[config.mk]
export PLATFORM = sky130hd
export DESIGN_NAME = pkt_interleaver
export DESIGN_NICKNAME = d
export VERILOG_FILES = /design/src/rtl/ilv_pkg.sv /design/src/rtl/ilv_seq.sv /design/src/rtl/ilv_lane.sv /design/src/rtl/pkt_interleaver.sv
export SDC_FILE = /design/constraint.sdc
export NUM_CORES = 1
export LEC_CHECK = 0
export BUFFER_PORTS_ARGS = -buffer_cell sky130_fd_sc_hd__clkbuf_2
export CORE_AREA = 2 2 201 283
export DETAILED_ROUTE_END_ITERATION = 10
export DIE_AREA = 0 0 203 285
export HOLD_SLACK_MARGIN = 0.06
export PLACE_DENSITY = 0.71
export SYNTH_ARGS = -nofsm -noshare
export SYNTH_HDL_FRONTEND = slang
export SYNTH_SLANG_ARGS = --single-unit
[constraint.sdc]
create_clock -name clk -period 5.68 [get_ports clk]
set_input_delay 1.136 -clock clk [delete_from_list [all_inputs] [get_ports clk]]
set_output_delay 1.136 -clock clk [all_outputs]
set_load 0.01 [all_outputs]
[src/rtl/ilv_pkg.sv]
package ilv_pkg;
  localparam int WORD_W = 32;
  localparam int HALF_W = WORD_W / 2;
  localparam int RAMP_W = 16;

  // header word layout: ramp number, reserved, narrow flag, packet index, ratio
  function automatic logic [WORD_W-1:0] make_hdr(input logic [RAMP_W-1:0] ramp,
                                                  input logic narrow,
                                                  input logic [3:0] pkt,
                                                  input logic [3:0] ratio);
    return {ramp, 7'b0, narrow, pkt, ratio};
  endfunction
endpackage

[src/rtl/ilv_seq.sv]
module ilv_seq
  import ilv_pkg::*;
#(
  parameter int SAMP_W = 10,
  parameter int SEL_W  = 2
) (
  input  logic              clk,
  input  logic              rst_n,
  input  logic              ramp_start,
  input  logic [SEL_W-1:0]  cfg_m_sel,
  input  logic              cfg_half,
  input  logic [SAMP_W-1:0] cfg_nsamp,
  input  logic              s_valid,
  output logic              s_ready,
  output logic              acc,
  output logic              last,
  output logic [SAMP_W-1:0] cnt_q,
  output logic [SEL_W-1:0]  sel_q,
  output logic              half_q,
  output logic [RAMP_W-1:0] ramp_q,
  output logic              done_q
);
  logic              busy_q, busy_n;
  logic [SAMP_W-1:0] cnt_n, n_q, n_n;
  logic [SEL_W-1:0]  sel_n;
  logic              half_n, done_n;
  logic [RAMP_W-1:0] ramp_n;
  logic              cfg_en;

  always_comb begin
    s_ready = busy_q & ~ramp_start;
    acc     = s_valid & s_ready;
    last    = acc & (cnt_q == (n_q - SAMP_W'(1)));
    cfg_en  = ramp_start;
    busy_n  = busy_q;
    cnt_n   = cnt_q;
    sel_n   = sel_q;
    half_n  = half_q;
    n_n     = n_q;
    ramp_n  = ramp_q;
    done_n  = 1'b0;
    if (ramp_start) begin
      busy_n = |cfg_nsamp;
      cnt_n  = '0;
      sel_n  = cfg_m_sel;
      half_n = cfg_half;
      n_n    = cfg_nsamp;
      ramp_n = ramp_q + RAMP_W'(1);
      done_n = ~|cfg_nsamp;
    end else if (acc) begin
      cnt_n = cnt_q + SAMP_W'(1);
      if (last) begin
        busy_n = 1'b0;
        done_n = 1'b1;
      end
    end
  end

  always_ff @(posedge clk or negedge rst_n) begin
    if (!rst_n) begin
      busy_q <= 1'b0;
      cnt_q  <= '0;
      done_q <= 1'b0;
      ramp_q <= '0;
    end else begin
      busy_q <= busy_n;
      cnt_q  <= cnt_n;
      done_q <= done_n;
      ramp_q <= ramp_n;
    end
  end

  always_ff @(posedge clk or negedge rst_n) begin
    if (!rst_n) begin
      sel_q  <= '0;
      half_q <= 1'b0;
      n_q    <= '0;
    end else if (cfg_en) begin
      sel_q  <= sel_n;
      half_q <= half_n;
      n_q    <= n_n;
    end
  end
endmodule

[src/rtl/ilv_lane.sv]
module ilv_lane
  import ilv_pkg::*;
#(
  parameter int ADDR_W = 10
) (
  input  logic              clk,
  input  logic              rst_n,
  input  logic              start,
  input  logic              start_en,
  input  logic [WORD_W-1:0] hdr,
  input  logic              acc,
  input  logic [ADDR_W-1:0] off,
  input  logic              half,
  input  logic              last,
  input  logic [WORD_W-1:0] din,
  output logic              we_q,
  output logic [ADDR_W-1:0] addr_q,
  output logic [WORD_W-1:0] data_q
);
  logic              we_n;
  logic [ADDR_W-1:0] addr_n, haddr_q, haddr_n, word_full, word_half;
  logic [WORD_W-1:0] data_n;
  logic              pend_q, pend_n, hold_en;
  logic [HALF_W-1:0] hold_q, hold_n;

  always_comb begin
    word_full = off + ADDR_W'(1);
    word_half = (off >> 1) + ADDR_W'(1);
    we_n      = 1'b0;
    addr_n    = addr_q;
    data_n    = data_q;
    pend_n    = pend_q;
    hold_en   = 1'b0;
    hold_n    = hold_q;
    haddr_n   = haddr_q;
    if (start) begin
      pend_n = 1'b0;
      if (start_en) begin
        we_n   = 1'b1;
        addr_n = '0;
        data_n = hdr;
      end
    end else if (acc) begin
      if (!half) begin
        we_n   = 1'b1;
        addr_n = word_full;
        data_n = din;
      end else if (!off[0]) begin
        if (last) begin
          we_n   = 1'b1;
          addr_n = word_half;
          data_n = {{HALF_W{1'b0}}, din[WORD_W-1:HALF_W]};
          pend_n = 1'b0;
        end else begin
          pend_n  = 1'b1;
          hold_en = 1'b1;
          hold_n  = din[WORD_W-1:HALF_W];
          haddr_n = word_half;
        end
      end else begin
        we_n   = 1'b1;
        addr_n = word_half;
        data_n = {din[WORD_W-1:HALF_W], hold_q};
        pend_n = 1'b0;
      end
    end else if (last && pend_q) begin
      we_n   = 1'b1;
      addr_n = haddr_q;
      data_n = {{HALF_W{1'b0}}, hold_q};
      pend_n = 1'b0;
    end
  end

  always_ff @(posedge clk or negedge rst_n) begin
    if (!rst_n) begin
      we_q   <= 1'b0;
      addr_q <= '0;
      data_q <= '0;
      pend_q <= 1'b0;
    end else begin
      we_q   <= we_n;
      addr_q <= addr_n;
      data_q <= data_n;
      pend_q <= pend_n;
    end
  end

  always_ff @(posedge clk or negedge rst_n) begin
    if (!rst_n) begin
      hold_q  <= '0;
      haddr_q <= '0;
    end else if (hold_en) begin
      hold_q  <= hold_n;
      haddr_q <= haddr_n;
    end
  end
endmodule

[src/rtl/pkt_interleaver.sv]
module pkt_interleaver
  import ilv_pkg::*;
#(
  parameter int NPKT_LOG2 = 3,
  parameter int SAMP_W    = 10,
  parameter int NPKT      = 1 << NPKT_LOG2,
  parameter int SEL_W     = $clog2(NPKT_LOG2 + 1)
) (
  input  logic                            clk,
  input  logic                            rst_n,
  input  logic [SEL_W-1:0]                cfg_m_sel,
  input  logic                            cfg_half,
  input  logic [SAMP_W-1:0]               cfg_nsamp,
  input  logic                            ramp_start,
  input  logic                            s_valid,
  input  logic [WORD_W-1:0]               s_data,
  output logic                            s_ready,
  output logic [NPKT-1:0]                 buf_we,
  output logic [NPKT-1:0][SAMP_W-1:0]     buf_addr,
  output logic [NPKT-1:0][WORD_W-1:0]     buf_wdata,
  output logic                            ramp_done
);
  localparam int ADDR_W = SAMP_W;

  logic                  acc, last, half_q;
  logic [SAMP_W-1:0]     cnt_q, off;
  logic [SEL_W-1:0]      sel_q;
  logic [RAMP_W-1:0]     ramp_q;
  logic [NPKT_LOG2-1:0]  pmask, pidx;
  logic [3:0]            ratio_in;

  ilv_seq #(.SAMP_W(SAMP_W), .SEL_W(SEL_W)) u_seq (
    .clk(clk), .rst_n(rst_n), .ramp_start(ramp_start),
    .cfg_m_sel(cfg_m_sel), .cfg_half(cfg_half), .cfg_nsamp(cfg_nsamp),
    .s_valid(s_valid), .s_ready(s_ready), .acc(acc), .last(last),
    .cnt_q(cnt_q), .sel_q(sel_q), .half_q(half_q), .ramp_q(ramp_q),
    .done_q(ramp_done)
  );

  // power-of-two ratio: packet index from low counter bits, offset from the rest
  always_comb begin
    pmask    = NPKT_LOG2'((32'd1 << sel_q) - 32'd1);
    pidx     = cnt_q[NPKT_LOG2-1:0] & pmask;
    off      = cnt_q >> sel_q;
    ratio_in = 4'(32'd1 << cfg_m_sel);
  end

  for (genvar i = 0; i < NPKT; i++) begin : g_lane
    logic              lane_acc, lane_en;
    logic [WORD_W-1:0] lane_hdr;

    always_comb begin
      lane_acc = acc && (pidx == NPKT_LOG2'(i));
      lane_en  = (32'(i) < (32'd1 << cfg_m_sel));
      lane_hdr = make_hdr(ramp_q, cfg_half, 4'(i), ratio_in);
    end

    ilv_lane #(.ADDR_W(ADDR_W)) u_lane (
      .clk(clk), .rst_n(rst_n), .start(ramp_start), .start_en(lane_en),
      .hdr(lane_hdr), .acc(lane_acc), .off(off), .half(half_q),
      .last(last), .din(s_data),
      .we_q(buf_we[i]), .addr_q(buf_addr[i]), .data_q(buf_wdata[i])
    );
  end
endmodule

==> flow_summary.yaml, run 1 <==
status:
  status: "complete, no violations"
critical_path:
  cp_max_fo: 17
  crit_top_cell: "nand2_1"
  required_ns: 6.24
  slowest_delay_ns: 0.64
  startpoint_type: "register"
  path_cells: "mux2_2, mux2i_1, inv_1, buf_4, ha_1, nand3_1, xnor2_1, nand2_1, nand2_1, o21ai_0, mux2_1"
  crit_path_top_delay_cell: "o21ai_0"
  crit_type: "register to register"
  cp.arrival_ns: 4.84
  critPathCaptureType: "register"
global_routing:
  grt.met3_usage: 0.05417
  grt.busiest_layer: "met2"
  grt_max_degree: 160
  use_met2: 0.5054
  track_usage: 0.3182
  antenna_found_initial: 3
  grt_pass1_wl_um: 137600
  gr-total-overflow: 0
  first_global_vias: 21430
  met1_usage: 0.4076
min_path:
  hold_class: "register to register"
cells_and_area:
  insertedDiodeCount: 0
  areaGrowthSynthToFinish_pct: 17.11
  mostFrequentLayoutCells: "dfrtp_1 (601), mux2_2 (463), clkbuf_2 (392)"
  design_area_um2: 32110
  final_util: 0.5781
  mostFrequentLayoutCell: "dfrtp_1"
  drive_gt1_frac: 0.3964
  nets: 2669
timing:
  finalMaxSlewViolations: 0
  hold_slack_ns: 0.4719
  final.period_utilization: 0.7535
  max_freq_mhz: 233.6
  worst_pin_slew_ns: 1.253
  skew_ns: 0.02253
  rsz0062_at_grt: "false"
  fin_crit_ns: 4.280
  setup_viol: 0
  finalHoldViolations: 0
  max_slew_margin: 0.1649
  setup_tns_ns: 0
clock_tree:
  cts-root-buf: "clkbuf_16"
  cts_setup_buffers: 0
  cts_tree: "built"
  hold_buffers: 0
  cts.sinks: 601
  post_cts_resized: 0
  clock_path_buffers: 3
  clock_latency_ns: 0.64
  htree_levels: 2
  cts_made_buffers: 56
  path_clk_slew_ns: 0.07
power:
  p_leak_uw: 0.01606
  peakVddDrop_mv: 0.2631
  p_per_area_nw_per_um2: 325.4
synthesis:
  netlist_instances: 2281
  synth.ff_latch_count: 601
  synth_nets: 2335
  syn_area_um2: 27420
  syn_area_per_cell_um2: 12.02
  synth_edf_count: 0
  seq_area_frac_synth: 0.5485
  synth-main-ff-cell: "dfrtp_1"
  yosysWarningCount: 0
  async_reset_ff_frac: 1.000
  synth_cell_types: 78
drt:
  drc: 0
  post_drt_wl_per_cell_um: 27.24
  vias: 21050
  routed_wl_um: 92460
  drtAntennaViolNets: 0
  drt_iter0_drc: 1611
  via_per_inst: 6.202
  first_pass_iters: 5
die:
  fp-row-count: 103
  core_area_um2: 55540
  die_w_um: 203
  die-area_um2: 57860
  io_pins: 395
  dieHeight_um: 285
  start_util: 0.4936
place:
  dp_hpwl_um: 62340
  portBuffers: 394
  globalplace.congestion: 0.9018
  dpl_cell_area_um2: 30130
flow_run:
  cap_violations: 0
cell type report:
class,count,area (um2)
timing repair buffer,464,2585
fill,4610,23440
inverter,24,90.09
multi-input combinational,1468,11500
sequential,601,15040
clock buffer,78,1635
clock inverter,24,340.3
tap,735,919.6
flip-flops by register name, indices dropped and copies added (netlist names), 8 cells and up:
signal,count
g_lane.u_lane.hold_q,128
u_seq.ramp_q,16
g_lane.u_lane.haddr_q,80
u_seq.n_q,10
g_lane.u_lane.data_q,256
u_seq.cnt_q,10
g_lane.u_lane.we_q,8
g_lane.u_lane.pend_q,8
g_lane.u_lane.addr_q,80
per-stage QoR:
| step | total power [uW] | worst slack [ns] | cells |
|---|---|---|---|
| 3_3_place_gp | 6399 | 1.362 | 3292 |
| 3_5_place_dp | 6448 | 1.261 | 3292 |
| 2_1_floorplan | 5727 | 2.178 | 2281 |
| 5_1_grt | 10790 | 1.187 | 3394 |
| 4_1_cts | 10480 | 1.474 | 3394 |
| 6_report | 10450 | 1.400 | 3394 |
power breakdown:
group          internal [uW]  switching, uW  leakage (uW)
registers               4640            269       0.00816
logic                    596            879       0.00692
clock network           2330           1730      0.000972
cells in the mapped netlist (22+ instances only):
| library cell | n | area share |
|---|---|---|
| inv_1 | 22 | 0.0030 |
| nand3_1 | 48 | 0.0088 |
| o21ai_0 | 232 | 0.042 |
| dfrtp_1 | 601 | 0.55 |
| nor2_1 | 72 | 0.0099 |
| xnor2_1 | 23 | 0.0073 |
| clkbuf_1 | 110 | 0.015 |
| buf_2 | 40 | 0.0073 |
| mux2_2 | 463 | 0.19 |
| a221o_1 | 35 | 0.013 |
| nand2_1 | 177 | 0.024 |
| a21oi_1 | 50 | 0.0091 |
| a22o_1 | 77 | 0.025 |
cell families (layout without fill, tap and decap cells):
kind of cell	count (synthesis)	in the layout	share of synthesized area
xor gates and xnor gates	38	38	0.01264
DFF	601	601	0.5485
buffers and inverters	212	590	0.03546
adders and majority gates	5	5	0.002282
AOI/OAI and AO/OA	526	526	0.1295
muxes	490	490	0.2027
and+or+nand+nor	409	409	0.06886
worst max-delay path: cells and delay by family (launching register included):
family | cells | cell delay (ns)
AOI/OAI and AO/OA | 1 | 0.64
buffers and inverters | 2 | 0.83
muxes | 3 | 1.13
and+or+nand+nor | 3 | 0.64
xor gates and xnor gates | 1 | 0.11
adders and majority gates | 1 | 0.24
DFF | 1 | 0.62
layer usage:
metal | up-vias | part of all wire | wire length, um
met4 | 2 | 0.070 | 6429
met1 | 10680 | 0.39 | 35900
met2 | 1136 | 0.47 | 43210
li1 | 8913 | - | -
met3 | 317 | 0.075 | 6907
met5 | - | 0.00012 | 11
path summary, 6_finish.rpt:
path	startpoint	depth (start not counted)	slack, ns	to
min in group asynchronous	rst_n	1	0.53	g_lane[6].u_lane.data_q[25]
max	u_seq.cnt_q[0]	11	1.40	g_lane[1].u_lane.addr_q[4]
min reg2reg	u_seq.ramp_q[15]	1	0.47	u_seq.ramp_q[15]
max in group asynchronous	rst_n	2	3.84	g_lane[6].u_lane.data_q[8]
max reg2reg	u_seq.cnt_q[0]	11	1.40	g_lane[1].u_lane.addr_q[4]
min	u_seq.ramp_q[15]	1	0.47	u_seq.ramp_q[15]
Power figures use the tool's default switching activity.
==> run 2, diff against run 1 <==
Settings changed: PLACE_DENSITY 0.71 to 0.73.
Clock period 5.68 ns to 3.48 ns, I/O delays scaled along.
==> flow_summary.yaml, run 2 (synthesized netlist as in run 1, its figures left out) <==
status:
  status: "complete, no violations"
timing:
  finalHoldViolations: 0
  rsz0062_at_grt: "true"
  skew_ns: 0.02566
  max_slew_margin: 0.1303
  final.period_utilization: 0.9873
  hold_slack_ns: 0.08522
  setup_viol: 0
  fin_crit_ns: 3.436
  worst_pin_slew_ns: 1.305
  max_freq_mhz: 291.0
  finalMaxSlewViolations: 0
place:
  portBuffers: 394
  dpl_cell_area_um2: 31150
  globalplace.congestion: 0.8935
  dp_hpwl_um: 67270
  dp_cells: 3388
cells_and_area:
  top_regs: "g_lane.u_lane.data_q x256, g_lane.u_lane.hold_q x128"
  largest_reg_flops: 256
  final_util: 0.5975
  mostFrequentLayoutCells: "dfrtp_1 (601), mux2_2 (463), clkbuf_2 (392)"
  areaGrowthSynthToFinish_pct: 21.06
  drive_gt1_frac: 0.4186
  nets: 2766
  mostFrequentLayoutCell: "dfrtp_1"
  design_area_um2: 33190
  top_register: "g_lane.u_lane.data_q"
  final_cells: 3494
power:
  peakVddDrop_mv: 0.3678
  p_per_area_nw_per_um2: 523.7
  p_leak_uw: 0.01666
  power_uw: 17380
critical_path:
  critPathCaptureType: "register"
  cp_max_fo: 8
  startpoint_type: "register"
  crit_type: "register to register"
  cp.arrival_ns: 3.97
  required_ns: 4.02
drt:
  routed_wl_um: 95880
  post_drt_wl_per_cell_um: 27.44
  drt_iter0_drc: 1808
  drc: 0
  vias: 21700
  first_pass_iters: 6
  drtAntennaViolNets: 0
  via_per_inst: 6.211
global_routing:
  grt_max_degree: 80
  gr-total-overflow: 0
  track_usage: 0.3304
  grt_pass1_wl_um: 143500
  antenna_found_initial: 1
  first_global_vias: 22560
clock_tree:
  cts-root-buf: "clkbuf_16"
  cts_made_buffers: 56
  clock_latency_ns: 0.63
  cts.sinks: 601
  path_clk_slew_ns: 0.07
  clock_path_buffers: 3
  cts_tree: "built"
  htree_levels: 2
die:
  dieHeight_um: 285
  fp-row-count: 103
  io_pins: 395
  die-area_um2: 57860
  core_area_um2: 55540
  die_w_um: 203
  start_util: 0.4936
flow_run:
  cap_violations: 0
min_path:
  hold_class: "input pin to asynchronous set/reset pin"
-- run 2: through the flow --
stage	setup slack [ns]	TNS (ns)
after floorplan	0.1991	0
after global routing	-0.01100	-0.01437
after global placement	0.1319	0
final	0.04406	0
after CTS	0.06807	0
after detailed placement	0.09502	0
-- run 2: final timing paths --
path	from	end	slack, ns	cells past startpoint
min	rst_n	g_lane[1].u_lane.data_q[8]	0.09	1
max in group asynchronous	rst_n	g_lane[6].u_lane.hold_q[2]	2.36	3
max	u_seq.sel_q[0]	g_lane[2].u_lane.addr_q[6]	0.04	10
min in group clk	cfg_nsamp[3]	u_seq.n_q[3]	0.32	3
max reg2reg	u_seq.sel_q[0]	g_lane[2].u_lane.addr_q[6]	0.04	10
min reg2reg	u_seq.ramp_q[15]	u_seq.ramp_q[15]	0.48	1
-- run 2: metal layers --
metal  wire length, um  up-vias  share of wire  global-route usage
met4              7059        0          0.074              0.2082
met3              7628      359          0.080             0.05806
li1                  -     9113              -                   -
met5                 0        -              0                   0
met2             45900     1209           0.48              0.5400
met1             35300    11020           0.37              0.4067
-- run 2: layout make-up --
type,count,area [um2]
antenna,2,5.005
clock buffer,74,1570
clock inverter,29,446.7
fill,4556,22350
inverter,24,90.09
multi-input combinational,1468,11510
sequential,601,15040
tap,735,919.6
timing repair buffer,561,3613
-- run 2: repair_timing --
item	4_1_cts	5_1_grt
hold buffers	0	0
setup endpoints to repair	0	161
gates resized for setup	0	3
hold endpoints to repair	0	0
buffers inserted	0	1
-- run 2: worst max-delay path, cell delays in order, from the launching register on --
cell,delay (ns)
dfrtp_1,0.42
mux4_2,0.58
ha_1,0.28
nor2b_1,0.16
o2bb2ai_1,0.21
and3_1,0.29
o22ai_1,0.19
a21oi_1,0.06
buf_4,0.21
a2111oi_0,0.73
o21bai_1,0.21
-- run 2: power by group --
part	switching, uW	internal, uW	total, uW
clock network	2850	3930	6780
logic	1500	1080	2580
registers	452	7570	8030
==> run 3, diff against run 2 <==
Settings changed: CELL_PAD_IN_SITES_DETAIL_PLACEMENT set to 1, CELL_PAD_IN_SITES_GLOBAL_PLACEMENT set to 1, CORE_AREA 2 2 201 283 to 2 2 219 308, DIE_AREA 0 0 203 285 to 0 0 221 310, PLACE_DENSITY 0.73 to unset, PLACE_DENSITY_LB_ADDON set to 0.1.
==> flow_summary.yaml, run 3 (synthesized netlist as in run 1, its figures left out) <==
status:
  status: "complete, no violations"
cells_and_area:
  top_register: "g_lane.u_lane.data_q"
  top_regs: "g_lane.u_lane.data_q x256, g_lane.u_lane.hold_q x128"
  drive_gt1_frac: 0.4209
  mostFrequentLayoutCells: "dfrtp_1 (599), mux2_2 (463), clkbuf_2 (392)"
  nets: 2785
  final_cells: 3631
  largest_reg_flops: 256
  mostFrequentLayoutCell: "dfrtp_1"
  num-fill-cells: 7011
  areaGrowthSynthToFinish_pct: 22.27
drt:
  vias: 21200
  met1_length_um: 42660
  post_drt_wl_per_cell_um: 29.08
  first_pass_iters: 5
  routed_wl_um: 105600
  met2WireLength_um: 53800
  drtAntennaViolNets: 0
  dr_wl_met3_um: 5135
  drt_iter0_drc: 1457
  routed.top_layer: "met5"
  drc: 0
  via_per_inst: 5.837
power:
  power_uw: 17460
  pwr-share-clk: 0.387
  seq_power_share: 0.459
  combPwrFrac: 0.154
  p_int_uw: 12580
  peakVddDrop_mv: 0.4077
  p_per_area_nw_per_um2: 520.9
  swShare: 0.2794
  p_sw_uw: 4878
  p_leak_uw: 0.01676
flow_run:
  cap_violations: 0
critical_path:
  reg2reg_from: "u_seq.n_q[1]"
  reg2reg_to: "g_lane[1].u_lane.data_q[12]"
  startpoint_type: "register"
  crit_top_cell: "buf_12"
  cp.arrival_ns: 3.90
  slowest_delay_ns: 0.51
  required_ns: 4.01
  critPathCaptureType: "register"
  path_cells: "inv_1, ha_1, xnor3_1, nand4_1, a2111o_1, a32oi_4, buf_12, nand3_2, a221oi_4, buf_4, buf_12, mux2_2"
  cp_max_fo: 21
  crit_type: "register to register"
  crit_path_top_delay_cell: "a2111o_1"
  r2r_cells: 12
  r2r_slack_ns: 0.11
timing:
  fin_crit_ns: 3.368
  max_freq_mhz: 296.9
  setup_tns_ns: 0
  max_slew_margin: 0.2623
  finalHoldViolations: 0
  setup_viol: 0
  worst_pin_slew_ns: 1.106
  finalMaxSlewViolations: 0
  final.period_utilization: 0.9679
  skew_ns: 0.01598
global_routing:
  track_usage: 0.3030
  antenna_found_initial: 2
  first_global_vias: 22720
  gr-total-overflow: 0
  grt_max_degree: 84
  grt_pass1_wl_um: 154700
die:
  core_area_um2: 66000
  die-area_um2: 68510
  die_w_um: 221
  fp-row-count: 112
  dieHeight_um: 310
  io_pins: 395
  start_util: 0.4154
clock_tree:
  cts_tree: "built"
  clock_latency_ns: 0.65
  cts.sinks: 601
  path_clk_slew_ns: 0.06
  cts-root-buf: "clkbuf_16"
  cts_made_buffers: 58
  clock_path_buffers: 3
  htree_levels: 2
place:
  portBuffers: 394
  dp_cells: 3521
  globalplace.congestion: 0.8538
  dp_hpwl_um: 74650
min_path:
  min_to: "u_seq.n_q[3]"
  holdPathStages: 3
  min_from: "cfg_nsamp[3]"
  hold_class: "input pin to register"
-- run 3: cell types whose count changed in the layout (fill, tap and decap cells not counted), sizes merged --
cell,change
clkinv,-6
clkinvlp,-6
diode,-1
clkbuf,+18
bufinv,-5
dlygate4sd3,+1
buf,+15
inv,+1
-- run 3: how the worst max path moves through the flow --
stage	start	endpoint	slack, ns
after detailed placement	u_seq.n_q[1]	g_lane[1].u_lane.addr_q[8]	-0.02
after floorplan	u_seq.sel_q[0]	g_lane[4].u_lane.addr_q[7]	0.20
final	u_seq.n_q[1]	g_lane[1].u_lane.data_q[12]	0.11
after global placement	u_seq.n_q[0]	g_lane[5].u_lane.data_q[14]	0.03
after global routing	u_seq.n_q[1]	g_lane[1].u_lane.data_q[12]	-0.01
after CTS	u_seq.n_q[1]	g_lane[1].u_lane.addr_q[0]	0.06
-- run 3: timing repair --
item                       CTS  global route
resized for setup            2             4
setup endpoints to repair   51            98
pin swaps                    1             1
hold endpoints to repair    12             0
hold buffers                 1             0
buffers inserted             1             2
cloned                       0             1
-- run 3: power by group through the flow --
stage | logic, uW | clock network [uW] | registers (uW)
2_1_floorplan | 1180 | 0 | 8160
3_3_place_gp | 2600 | 0 | 8100
3_5_place_dp | 2680 | 0 | 8130
4_1_cts | 2690 | 6880 | 8010
5_1_grt | 2880 | 7140 | 8080
6_report | 2690 | 6750 | 8020
-- run 3: metal layers --
| metal | global-route usage | vias to the layer above |
|---|---|---|
| li1 | - | 9142 |
| met1 | 0.3706 | 11230 |
| met2 | 0.5345 | 640 |
| met3 | 0.05279 | 181 |
| met4 | 0.1158 | 2 |
| met5 | 0 | - |
-- run 3: final cells by class --
type,count,area (um2),share of cell area
antenna,1,2.502,0.00007465
clock buffer,91,1798,0.05363
clock inverter,13,222.7,0.006644
inverter,24,90.09,0.002687
multi-input combinational,1468,11520,0.3438
sequential,601,15040,0.4487
tap,855,1070,0.03191
timing repair buffer,578,3774,0.1126
-- run 3: per-stage QoR --
step	setup slack, ns	cell area (um2)	hold WS [ns]	util
after CTS	0.06346	33470	0.2639	0.5071
after global routing	-0.01370	33520	0.3083	0.5079
final	0.1118	33520	0.2981	0.5079
after floorplan	0.1991	27420	0.4004	-
after global placement	0.02711	31410	0.4610	0.4759
after detailed placement	-0.02387	31410	0.4645	0.4759
-- run 3: critical path, delay by kind of cell, from the launching register on --
| family | cells | cell delay [ns] |
|---|---|---|
| muxes | 1 | 0.36 |
| and+or+nand+nor | 2 | 0.20 |
| DFF | 1 | 0.40 |
| adders and majority gates | 1 | 0.23 |
| buffers and inverters | 4 | 0.63 |
| AOI/OAI and AO/OA | 3 | 1.05 |
| xor gates and xnor gates | 1 | 0.37 |
